<file path="config.mk">
export PLATFORM = sky130hd
export DESIGN_NAME = blink_timer
export DESIGN_NICKNAME = d
export VERILOG_FILES = /design/src/rtl/blink_pkg.sv /design/src/rtl/blink_phase_ctr.sv /design/src/rtl/blink_ann_decode.sv /design/src/rtl/blink_timer.sv
export SDC_FILE = /design/constraint.sdc
export NUM_CORES = 1
export LEC_CHECK = 0
export ABC_CLOCK_PERIOD_IN_PS = 3550
export BUFFER_PORTS_ARGS = -buffer_cell sky130_fd_sc_hd__buf_4
export CAP_MARGIN = 20
export CORE_ASPECT_RATIO = 1.4
export CORE_MARGIN = 2
export CORE_UTILIZATION = 35
export CTS_CLUSTER_DIAMETER = 40
export DETAILED_ROUTE_END_ITERATION = 10
export SLEW_MARGIN = 20
export SYNTH_ARGS = -nofsm -noshare
export SYNTH_HDL_FRONTEND = slang
export SYNTH_HIERARCHICAL = 1
export SYNTH_SLANG_ARGS = --single-unit
export TNS_END_PERCENT = 5
</file>
<file path="constraint.sdc">
create_clock -name clk -period 3.55 [get_ports clk]
set_input_delay 1.065 -clock clk [delete_from_list [all_inputs] [get_ports clk]]
set_output_delay 1.065 -clock clk [all_outputs]
set_load 0.05 [all_outputs]
</file>
<file path="src/rtl/blink_pkg.sv">
// Package: shared types for the blink timer.
// Assumes: annunciator modes are two-bit codes decoded against the blink phase.
package blink_pkg;

    // Annunciator blink modes
    typedef enum logic [1:0] {
        ANN_OFF    = 2'd0,
        ANN_FIRST  = 2'd1,
        ANN_SECOND = 2'd2,
        ANN_STEADY = 2'd3
    } ann_mode_e;

endpackage

</file>
<file path="src/rtl/blink_phase_ctr.sv">
// Module: blink_phase_ctr
// Counts oscillator ticks and toggles the blink phase each time the count
// reaches the phase length of the latched rate. The rate is latched only at
// a phase boundary or on a restart. Shutdown freezes the count and the phase.
// Assumes: SLOW_TICKS >= 4 and even; osc_tick is a one-cycle-per-tick enable.
module blink_phase_ctr #(
    parameter int SLOW_TICKS = 4_000_000
) (
    input  logic clk,
    input  logic rst_n,
    input  logic osc_tick,
    input  logic rate_fast,
    input  logic sync_restart,
    input  logic shutdown,
    output logic phase_o,
    output logic edge_o,
    output logic restart_o
);

    localparam int FAST_TICKS = SLOW_TICKS / 2;
    localparam int CNT_W      = $clog2(SLOW_TICKS);
    localparam logic [CNT_W-1:0] SLOW_LAST = CNT_W'(SLOW_TICKS - 1);
    localparam logic [CNT_W-1:0] FAST_LAST = CNT_W'(FAST_TICKS - 1);

    logic [CNT_W-1:0] cnt;
    logic             rate_lat;
    logic [CNT_W-1:0] last;
    logic             advance;
    logic             boundary;

    // Last count value of the phase length in force
    assign last     = rate_lat ? FAST_LAST : SLOW_LAST;
    // A tick counts only outside shutdown and when no restart is pending
    assign advance  = osc_tick && !shutdown && !sync_restart;
    // The tick that completes the current phase
    assign boundary = advance && (cnt == last);

    // Tick counter, phase toggle and rate latch
    always_ff @(posedge clk) begin
        if (!rst_n) begin
            cnt      <= '0;
            phase_o  <= 1'b0;
            rate_lat <= 1'b0;
        end else if (sync_restart) begin
            cnt      <= '0;
            phase_o  <= 1'b0;
            rate_lat <= rate_fast;
        end else if (boundary) begin
            cnt      <= '0;
            phase_o  <= ~phase_o;
            rate_lat <= rate_fast;
        end else if (advance) begin
            cnt      <= cnt + 1'b1;
        end
    end

    // One-cycle pulses: phase change and scan restart
    always_ff @(posedge clk) begin
        if (!rst_n) begin
            edge_o    <= 1'b0;
            restart_o <= 1'b0;
        end else begin
            edge_o    <= boundary;
            restart_o <= sync_restart;
        end
    end

    // the count never passes the last value of the latched rate
    p_cnt_in_range_r2: assert property (@(posedge clk) disable iff (!rst_n)
        cnt <= last);

    // shutdown without restart holds the count and the phase
    p_hold_in_shutdown_r7: assert property (@(posedge clk) disable iff (!rst_n)
        (shutdown && !sync_restart) |=> ($stable(cnt) && $stable(phase_o)));

    // a restart lands at the start of the first half
    p_restart_clears_r8: assert property (@(posedge clk) disable iff (!rst_n)
        sync_restart |=> (cnt == '0 && !phase_o && restart_o && !edge_o));

    // the edge pulse coincides with a changed phase
    p_edge_on_change_r5: assert property (@(posedge clk) disable iff (!rst_n)
        edge_o |-> (phase_o != $past(phase_o)));

    // the latched rate moves only at a boundary or a restart
    p_rate_held_r4: assert property (@(posedge clk) disable iff (!rst_n)
        (!boundary && !sync_restart) |=> $stable(rate_lat));

endmodule

</file>
<file path="src/rtl/blink_ann_decode.sv">
// Module: blink_ann_decode
// Turns one annunciator's blink mode and the blink phase into a lit bit.
// Assumes: phase 0 is the first half of the blink period.
module blink_ann_decode
    import blink_pkg::*;
(
    input  ann_mode_e mode,
    input  logic      phase,
    output logic      lit
);

    // Mode-to-lit decode
    always_comb begin
        unique case (mode)
            ANN_OFF:    lit = 1'b0;
            ANN_FIRST:  lit = ~phase;
            ANN_SECOND: lit = phase;
            ANN_STEADY: lit = 1'b1;
            default:    lit = 1'b0;
        endcase
    end

endmodule

</file>
<file path="src/rtl/blink_timer.sv">
// Module: blink_timer (top)
// Blink phase generator with a per-annunciator lit decode and a restart
// pulse for the display scan.
// Assumes: a synchronous active-low reset; ann_mode packs two bits for each
// annunciator, with annunciator i at bits [2i+1:2i].
module blink_timer
    import blink_pkg::*;
#(
    parameter int SLOW_TICKS = 4_000_000,
    parameter int NUM_ANN    = 4
) (
    input  logic                 clk,
    input  logic                 rst_n,
    input  logic                 osc_tick,
    input  logic                 rate_fast,
    input  logic                 sync_restart,
    input  logic                 shutdown,
    input  logic [2*NUM_ANN-1:0] ann_mode,
    output logic                 blink_phase,
    output logic                 phase_edge,
    output logic                 scan_restart,
    output logic [NUM_ANN-1:0]   ann_lit
);

    // Phase counter shared by all annunciators
    blink_phase_ctr #(
        .SLOW_TICKS (SLOW_TICKS)
    ) u_ctr (
        .clk          (clk),
        .rst_n        (rst_n),
        .osc_tick     (osc_tick),
        .rate_fast    (rate_fast),
        .sync_restart (sync_restart),
        .shutdown     (shutdown),
        .phase_o      (blink_phase),
        .edge_o       (phase_edge),
        .restart_o    (scan_restart)
    );

    // One decoder per annunciator
    for (genvar g = 0; g < NUM_ANN; g++) begin : g_ann
        blink_ann_decode u_dec (
            .mode  (ann_mode_e'(ann_mode[2*g +: 2])),
            .phase (blink_phase),
            .lit   (ann_lit[g])
        );

        // steady is always lit and off is never lit
        p_mode_ends_r6: assert property (@(posedge clk) disable iff (!rst_n)
            ((ann_mode[2*g +: 2] == 2'd3) |-> ann_lit[g]) and
            ((ann_mode[2*g +: 2] == 2'd0) |-> !ann_lit[g]));
    end

endmodule

</file>
Word-level counts from Yosys, hierarchy flattened
Index checks and enable logic that the tools add are counted.

Add/subtract/negate cells: 1. Eq/ne operators: 13. Multiplexer cells: 7. Bitwise operators: 2. Reductions and logical operators: 12.

Operators by type and width (count): $add 22x1->22 const B (1); $eq 22x22->1 (1); $mux 22 (1); $eq 2x2->1 const B (8); $pmux 1 s4 (4); $eq 2x1->1 const B (4); $logic_not 2->1 (4); $logic_and 1x1->1 (3); $reduce_or 3->1 (1); $logic_not 1->1 (2); $mux 1 (2); $not 1->1 (2); $reduce_bool 2->1 (1); $reduce_or 2->1 (1).

Register bits after elaboration: 26. Output and inout port bits: 7. Word-level logic and storage cells: 40.

Logic depth before layout (Yosys ltp)
Gate-level depths: netlist of run 1.

Depth in word-level cells: 6. Gate-level depth with buffers: 7. Mapped depth without buffers: 5.

By module
The synthesis of run 1 kept the hierarchy.

By module, submodules not included: blink_phase_ctr (instances 1, cells an instance 154, area an instance 1316.3 µm², seq. area each 520.5 µm²); blink_ann_decode (instances 4, cells an instance 1, area an instance 15.0 µm², seq. area each 0.0 µm²).

Least setup slack after synthesis of run 1
No wires, ideal clock.

Path type: input to register. From: input port shutdown. To: register u_ctr.cnt[20]. Data arrival time: 2.433 ns. Required time: 3.480 ns. Setup slack: 1.047 ns. Stages on the path: 4. Path buffers: 0. Path through: nand4bb_1 -> or4_1 -> or4_1 -> a21oi_1.

Longest elaborated chain between the ends: 5.

Ends and longest elaborated chain: start: declaration (RTL line blink_timer.sv:17) `input logic shutdown,`; $logic_not 1->1 (*) (RTL line blink_phase_ctr.sv:34) `assign advance = osc_tick && !shutdown && !sync_restart;`; $logic_and 1x1->1 (*) (2 in a row) (RTL line blink_phase_ctr.sv:34); $logic_and 1x1->1 (RTL line blink_phase_ctr.sv:36) `assign boundary = advance && (cnt == last);`; $reduce_or 3->1 (no source line); end signal: assignment (RTL line blink_phase_ctr.sv:53) `cnt <= cnt + 1'b1;`; end: declaration (RTL line blink_phase_ctr.sv:25) `logic [CNT_W-1:0] cnt;`.

Mark *: on every way between the ends. The rest lies on a longest branch, timed or not. A chain may end at the register's enable or synchronous reset.

Final worst setup path of run 1
From: input port ann_mode[4]. To: output port ann_lit[2].

Longest elaborated chain between the ends: 2.

Ends and longest elaborated chain: start: declaration (RTL line blink_timer.sv:18) `input logic [2*NUM_ANN-1:0] ann_mode,`; $eq 2x2->1 (tied with other cells) (RTL line blink_ann_decode.sv:14) `unique case (mode)`; $pmux 1 s4 (*) (RTL line blink_ann_decode.sv:14); end: declaration (RTL line blink_timer.sv:22) `output logic [NUM_ANN-1:0] ann_lit`.

Marked as above.

==> results_dict.tcl, run 1 <==
set metrics [dict create \
    slowest_stage "mux2_4" \
    place_congestion 0.867 \
    cts-resized-gates 0 \
    clock.fmax_ghz 0.373 \
    worstSetupPathType "in2out" \
    wl_per_cell_um 15.4 \
    critPathBufInv 2 \
    grt_max_degree 16 \
    routed_wirelength_um 3380 \
    cts_tree "done" \
    diodes 0 \
    antenna_found_initial 0 \
    chipWidth_um 57 \
    post-cts-setup-buffer-count 0 \
    drv_cap 0 \
    cts_buffers 3 \
    synth_warnings 6 \
    synth_fa_ha_area_share_pct 0.909 \
    worst_clock_skew_ns 0.00214 \
    finalCritPeriodShare_pct 75.5 \
    synth_cell_types 40 \
    vias 1291 \
    syn_nets 173 \
    crit_chain "buf_4 > mux2_4 > buf_4" \
    slew_viol_final 0 \
    synthToLayoutAreaGrowth_pct 18.8 \
    holdBufCountCts 0 \
    syn_area_per_cell_um2 8.71 \
    p_leak_nw 0.516 \
    min_path_type "reg2reg" \
    synth_top_family_by_area "simple AND/OR/NAND/NOR gates" \
    synth_xor_xnor_area_share_pct 5.09 \
    cts.sinks 26 \
    endpoint_kind "output port" \
    die_h_um 78.2 \
    synth_flop_cell "dfxtp_1" \
    h-tree-depth 1 \
    ir_drop_mv 0.199 \
    clock_path_buffers 2 \
    drive_above_1_share_pct 17.5 \
    synthSimpleGateAreaFrac_pct 30.6 \
    arrival_ns 1.62 \
    netlist_area_um2 1380 \
    grt_overflow 0 \
    synth-compound-area-share_pct 16.4 \
    max_slew.worst_pin.slew_ns 0.716 \
    fill_cells 401 \
    clkLatencyLatePin_ns 0.28 \
    mostFrequentLayoutCells "dfxtp_1 (26), buf_4 (21), a21oi_1 (13)" \
    ant_nets 0 \
    initial_core_util_pct 35.7 \
    cp-start-kind "input pin" \
    outcome "complete, no violations" \
    dr.pass1.iters 4 \
    drt_iter0_markers 29 \
    cts_root_buffer "clkbuf_8" \
    slew_headroom_pct 52.3 \
    final_common_cell "dfxtp_1" \
    coreArea_um2 3850 \
    path_common_cell "buf_4" \
    port_buffers 20 \
    rsz0062_at_grt "no" \
    seq_area_frac_synth_pct 37.8 \
    die_area_um2 4460 \
    cts.clk_slew.worst_paths_ns 0.09 \
    path_max_fanout 1 \
    num_io_pins 21 \
    finalCriticalPeriod_ns 2.68 \
    finalHoldViolations 0 \
    via_per_inst 5.87 \
    crit_path_max_incr_delay_ns 0.25 \
    syn_inst 158 \
    yosys_register_bits 26 \
    p_per_area_nw_per_um2 362 \
    timing.hold.ws_ns 0.499 \
    first_global_vias 1186 \
    grt.total_usage_pct 16.0 \
    synth_edf_count 0 \
    crit_family "buffers and inverters" \
    num_rows 27 \
    grt_pass1_wl_um 5550 \
    finalSetupTns_ns 0 \
    synthArstFlopShare_pct 0 \
    finalSetupViolCount 0 \
    muxShareOfSynthArea_pct 6.09 \
    dp_hpwl_um 2520 \
    cp.required_ns 2.48 \
    fin_nets 193 \
    drc 0 \
]
==> area by class of cell <==
cell class	instances	area (um^2)	share of cell area [%]
clock buffer	3	41.3	2.52
clock inverter	1	30.0	1.84
inverter	5	18.8	1.15
multi-input combinational	121	813	49.7
sequential	26	520	31.8
tap	43	53.8	3.29
timing repair buffer	21	158	9.64
==> stage by stage <==
step                std cells  cell area [um^2]  setup slack, ns  utilization, %  power [W]
floorplan                 158              1380             1.05               -   0.000326
global placement          216              1560            0.825            40.6   0.000346
detailed placement        216              1560            0.758            40.6   0.000346
CTS                       220              1640            0.867            42.5   0.000595
global route              220              1640            0.857            42.5   0.000605
finish                    220              1640            0.870            42.5   0.000593
==> worst paths after layout <==
check                      from             to  slack, ns  cells past startpoint
hold reg to reg    u_ctr/cnt[1]   u_ctr/cnt[1]       0.50                      2
setup / recovery    ann_mode[4]     ann_lit[2]       0.87                      3
setup reg to reg  u_ctr/cnt[10]  u_ctr/cnt[20]       1.13                      4
hold / removal     u_ctr/cnt[1]   u_ctr/cnt[1]       0.50                      2
==> synth_stat cells (all sizes together) (2+ instances only) <==
| library cell | count | area, um^2 |
|---|---|---|
| o31ai | 11 | 96.3 |
| xnor2 | 5 | 43.8 |
| inv | 5 | 18.8 |
| o21ai | 6 | 30.0 |
| mux2 | 4 | 60.1 |
| nor4 | 5 | 31.3 |
| nor2 | 11 | 41.3 |
| dfxtp | 26 | 521 |
| nand2 | 11 | 41.3 |
| buf | 2 | 8.75 |
| or3 | 5 | 31.3 |
| or4 | 10 | 75.1 |
| and3 | 2 | 12.5 |
| mux2i | 2 | 23.8 |
| xor2 | 3 | 26.3 |
| nand3 | 11 | 55.1 |
| a21oi | 13 | 65.1 |
| or2 | 2 | 12.5 |
| nand4 | 3 | 18.8 |
| clkbuf | 4 | 15.0 |
==> power by group <==
group          internal [W]  switching (W)
clock network      0.000151       0.000102
registers          0.000293     0.00000132
logic             0.0000203      0.0000245
==> state kept, by name (all words and copies together) (netlist names) <==
| signal | count |
|---|---|
| u_ctr/phase_o | 1 |
| u_ctr/edge_o | 1 |
| u_ctr/rate_lat | 1 |
| u_ctr/restart_o | 1 |
| u_ctr/cnt | 22 |
==> logic make-up (layout without fill, tap and decap cells) <==
| kind of cell | Yosys count | count (layout) |
|---|---|---|
| fa+ha+maj | 1 | 1 |
| buf+inv | 11 | 30 |
| flops | 26 | 26 |
| simple gates | 72 | 72 |
| xor+xnor | 8 | 8 |
| compound gates | 34 | 34 |
| mux | 6 | 6 |
==> worst register-to-register path, stage by stage, from the launching register on <==
cell      delay, ns
dfxtp_1        0.37
or4b_1         0.51
a2111o_1       0.58
o31ai_4        0.71
a21oi_1        0.11
==> metal layers <==
| metal | vias up | wire (um) | share of wire [%] | track usage [%] |
|---|---|---|---|---|
| li1 | 639 | - | - | - |
| met1 | 597 | 1390 | 41 | 18.0 |
| met2 | 46 | 1700 | 50 | 28.0 |
| met3 | 9 | 181 | 5.3 | 2.14 |
| met4 | 0 | 110 | 3.3 | 9.30 |
| met5 | - | 0 | 0 | 0 |
Note: power is estimated with default switching activity, not from simulation.
==> run 2: changes to the inputs <==
--- a/config.mk
+++ b/config.mk
@@ -5,7 +5,7 @@
 export SDC_FILE = /design/constraint.sdc
 export NUM_CORES = 1
 export LEC_CHECK = 0
-export ABC_CLOCK_PERIOD_IN_PS = 3550
+export ABC_CLOCK_PERIOD_IN_PS = 2600
 export BUFFER_PORTS_ARGS = -buffer_cell sky130_fd_sc_hd__buf_4
 export CAP_MARGIN = 20
 export CORE_ASPECT_RATIO = 1.4
==> constraint.sdc (replaced) <==
create_clock -name clk -period 2.6 [get_ports clk]
set_input_delay 0.78 -clock clk [delete_from_list [all_inputs] [get_ports clk]]
set_output_delay 0.78 -clock clk [all_outputs]
set_load 0.05 [all_outputs]
==> run 2 against run 1 <==
Net effect:
- sequential cell count stayed put
- die area stayed put
- combinational power is 41% higher
- final cell count is 1.4% higher
- total power is 23% higher
- routed wire length hardly changed
- critical path depth is 1 higher
- highest routed layer unchanged
==> results_dict.tcl, run 2 (same netlist as run 1, synthesis figures left out) <==
set metrics [dict create \
    slowest_stage "a2111o_1" \
    ir_drop_mv 0.244 \
    chipWidth_um 57 \
    cp-start-kind "flop" \
    place_ws_ns 0.223 \
    outcome "complete, no violations" \
    final-instance-count-excl-fill 223 \
    regToRegEndpoint "u_ctr/phase_o" \
    h-tree-depth 1 \
    dp_hpwl_um 2530 \
    finalCriticalPeriod_ns 2.22 \
    diodes 0 \
    r2r_slack_ns 0.38 \
    crit_start "u_ctr/cnt[10]" \
    rsz0062_at_grt "no" \
    die_h_um 78.2 \
    first_global_vias 1210 \
    clock_path_buffers 2 \
    drc 0 \
    grtUsageMet2_pct 29.1 \
    antenna_found_initial 0 \
    grt_overflow 0 \
    fill_cells 393 \
    power_frac_clock_pct 36.4 \
    dr.pass1.iters 5 \
    min_path_type "reg2reg" \
    holdBufCountCts 0 \
    power_frac_comb_pct 8.6 \
    initial_core_util_pct 35.7 \
    wl_per_cell_um 15.2 \
    grt_util_met3_pct 2.14 \
    switching_share_pct 22.7 \
    drv_cap 0 \
    cts.sinks 26 \
    p_per_area_nw_per_um2 445 \
    grt_max_degree 16 \
    drt_iter0_markers 37 \
    slew_viol_final 0 \
    dpl.cell_count 219 \
    top_register "u_ctr/cnt" \
    ant_nets 0 \
    cts.clk_slew.worst_paths_ns 0.09 \
    cts_buffers 3 \
    die_area_um2 4460 \
    routed_wirelength_um 3390 \
    final_common_cell "dfxtp_1" \
    clock.fmax_ghz 0.451 \
    finalCritPeriodShare_pct 85.3 \
    clkLatencyLatePin_ns 0.28 \
    finalSetupViolCount 0 \
    grt.total_usage_pct 15.8 \
    place_congestion 0.865 \
    largest_reg_flops 22 \
    p_sw_w 0.000166 \
    timing.hold.ws_ns 0.485 \
    busiest_layer "met2" \
    worstSetupPathType "reg2reg" \
    post-cts-setup-buffer-count 0 \
    crit_chain "or4b_1 > a2111o_1 > or4_1 > a21oi_1" \
    via_per_inst 5.93 \
    cts-resized-gates 0 \
    grt_pass1_wl_um 5490 \
    fin_nets 196 \
    cts_tree "done" \
    endpoint "u_ctr/phase_o" \
    vias 1322 \
    num_io_pins 21 \
    slew_headroom_pct 60.7 \
    finalSetupTns_ns 0 \
    num_rows 27 \
    layout_setup_ws_ns 0.382 \
    synthToLayoutAreaGrowth_pct 19.3 \
    rr_worst_depth 4 \
    finalHoldViolations 0 \
    internal_power_w 0.000565 \
    path_max_fanout 8 \
    arrival_ns 2.43 \
    mostFrequentLayoutCells "dfxtp_1 (26), buf_4 (24), a21oi_1 (13)" \
    gr-usage-met1_pct 17.6 \
    coreArea_um2 3850 \
    r2r-start "u_ctr/cnt[10]" \
    crit_path_max_incr_delay_ns 0.58 \
    endpoint_kind "flop" \
    holdCritStartpoint "u_ctr/cnt[20]" \
    max_slew.worst_pin.slew_ns 0.578 \
    worst_clock_skew_ns 0.00868 \
    port_buffers 20 \
    pwr-share-seq_pct 55.0 \
    drive_above_1_share_pct 18.9 \
    cp.required_ns 2.82 \
    cts_root_buffer "clkbuf_8" \
    p_leak_nw 0.523 \
]
run 2: cell count changes in the layout (fill, tap and decap cells not counted), sizes merged:
| cell | change |
|---|---|
| clkbuf | +1 |
| bufinv | -1 |
| buf | +3 |
run 2: routing by layer:
layer  part of all wire (%)  vias to the layer above
li1                       -                      648
met1                     41                      636
met2                     52                       34
met3                    4.7                        4
met4                    1.8                        0
met5                      0                        -
run 2: worst min path at each step:
stage	end	slack, ns	cells after the start
2_1_floorplan	u_ctr/cnt[20]	0.45	2
3_3_place_gp	u_ctr/cnt[20]	0.47	2
3_5_place_dp	u_ctr/cnt[20]	0.47	2
4_1_cts	u_ctr/cnt[20]	0.49	2
5_1_grt	u_ctr/cnt[20]	0.52	2
6_report	u_ctr/cnt[20]	0.48	2
run 2: worst max-delay path: cells and delay by family (launching register included):
| family | cells | cell delay (ns) |
|---|---|---|
| AOI/OAI and AO/OA | 2 | 0.72 |
| and+or+nand+nor | 2 | 1.05 |
| DFF | 1 | 0.37 |
run 2: power groups by stage:
stage / registers [W] / logic [W] / clock network, W
floorplan: 0.000414 / 0.0000320 / 0
global placement: 0.000411 / 0.0000622 / 0
detailed placement: 0.000411 / 0.0000633 / 0
CTS: 0.000402 / 0.0000634 / 0.000271
global route: 0.000402 / 0.0000669 / 0.000289
finish: 0.000402 / 0.0000632 / 0.000266
run 2: per-stage QoR:
step	area (um^2)	util (%)	power, W
final	1640	42.6	0.000731
after global routing	1640	42.6	0.000758
after CTS	1640	42.6	0.000737
after detailed placement	1590	41.2	0.000474
after global placement	1590	41.2	0.000473
after floorplan	1380	-	0.000446
run 2: area by class of cell:
cell class	count	area [um^2]	area share, %
Clock buffer	4	55.1	3.35
Timing Repair Buffer	24	180	11.0
Multi-Input combinational cell	121	813	49.5
Sequential cell	26	520	31.7
Inverter	5	18.8	1.14
Tap cell	43	53.8	3.28
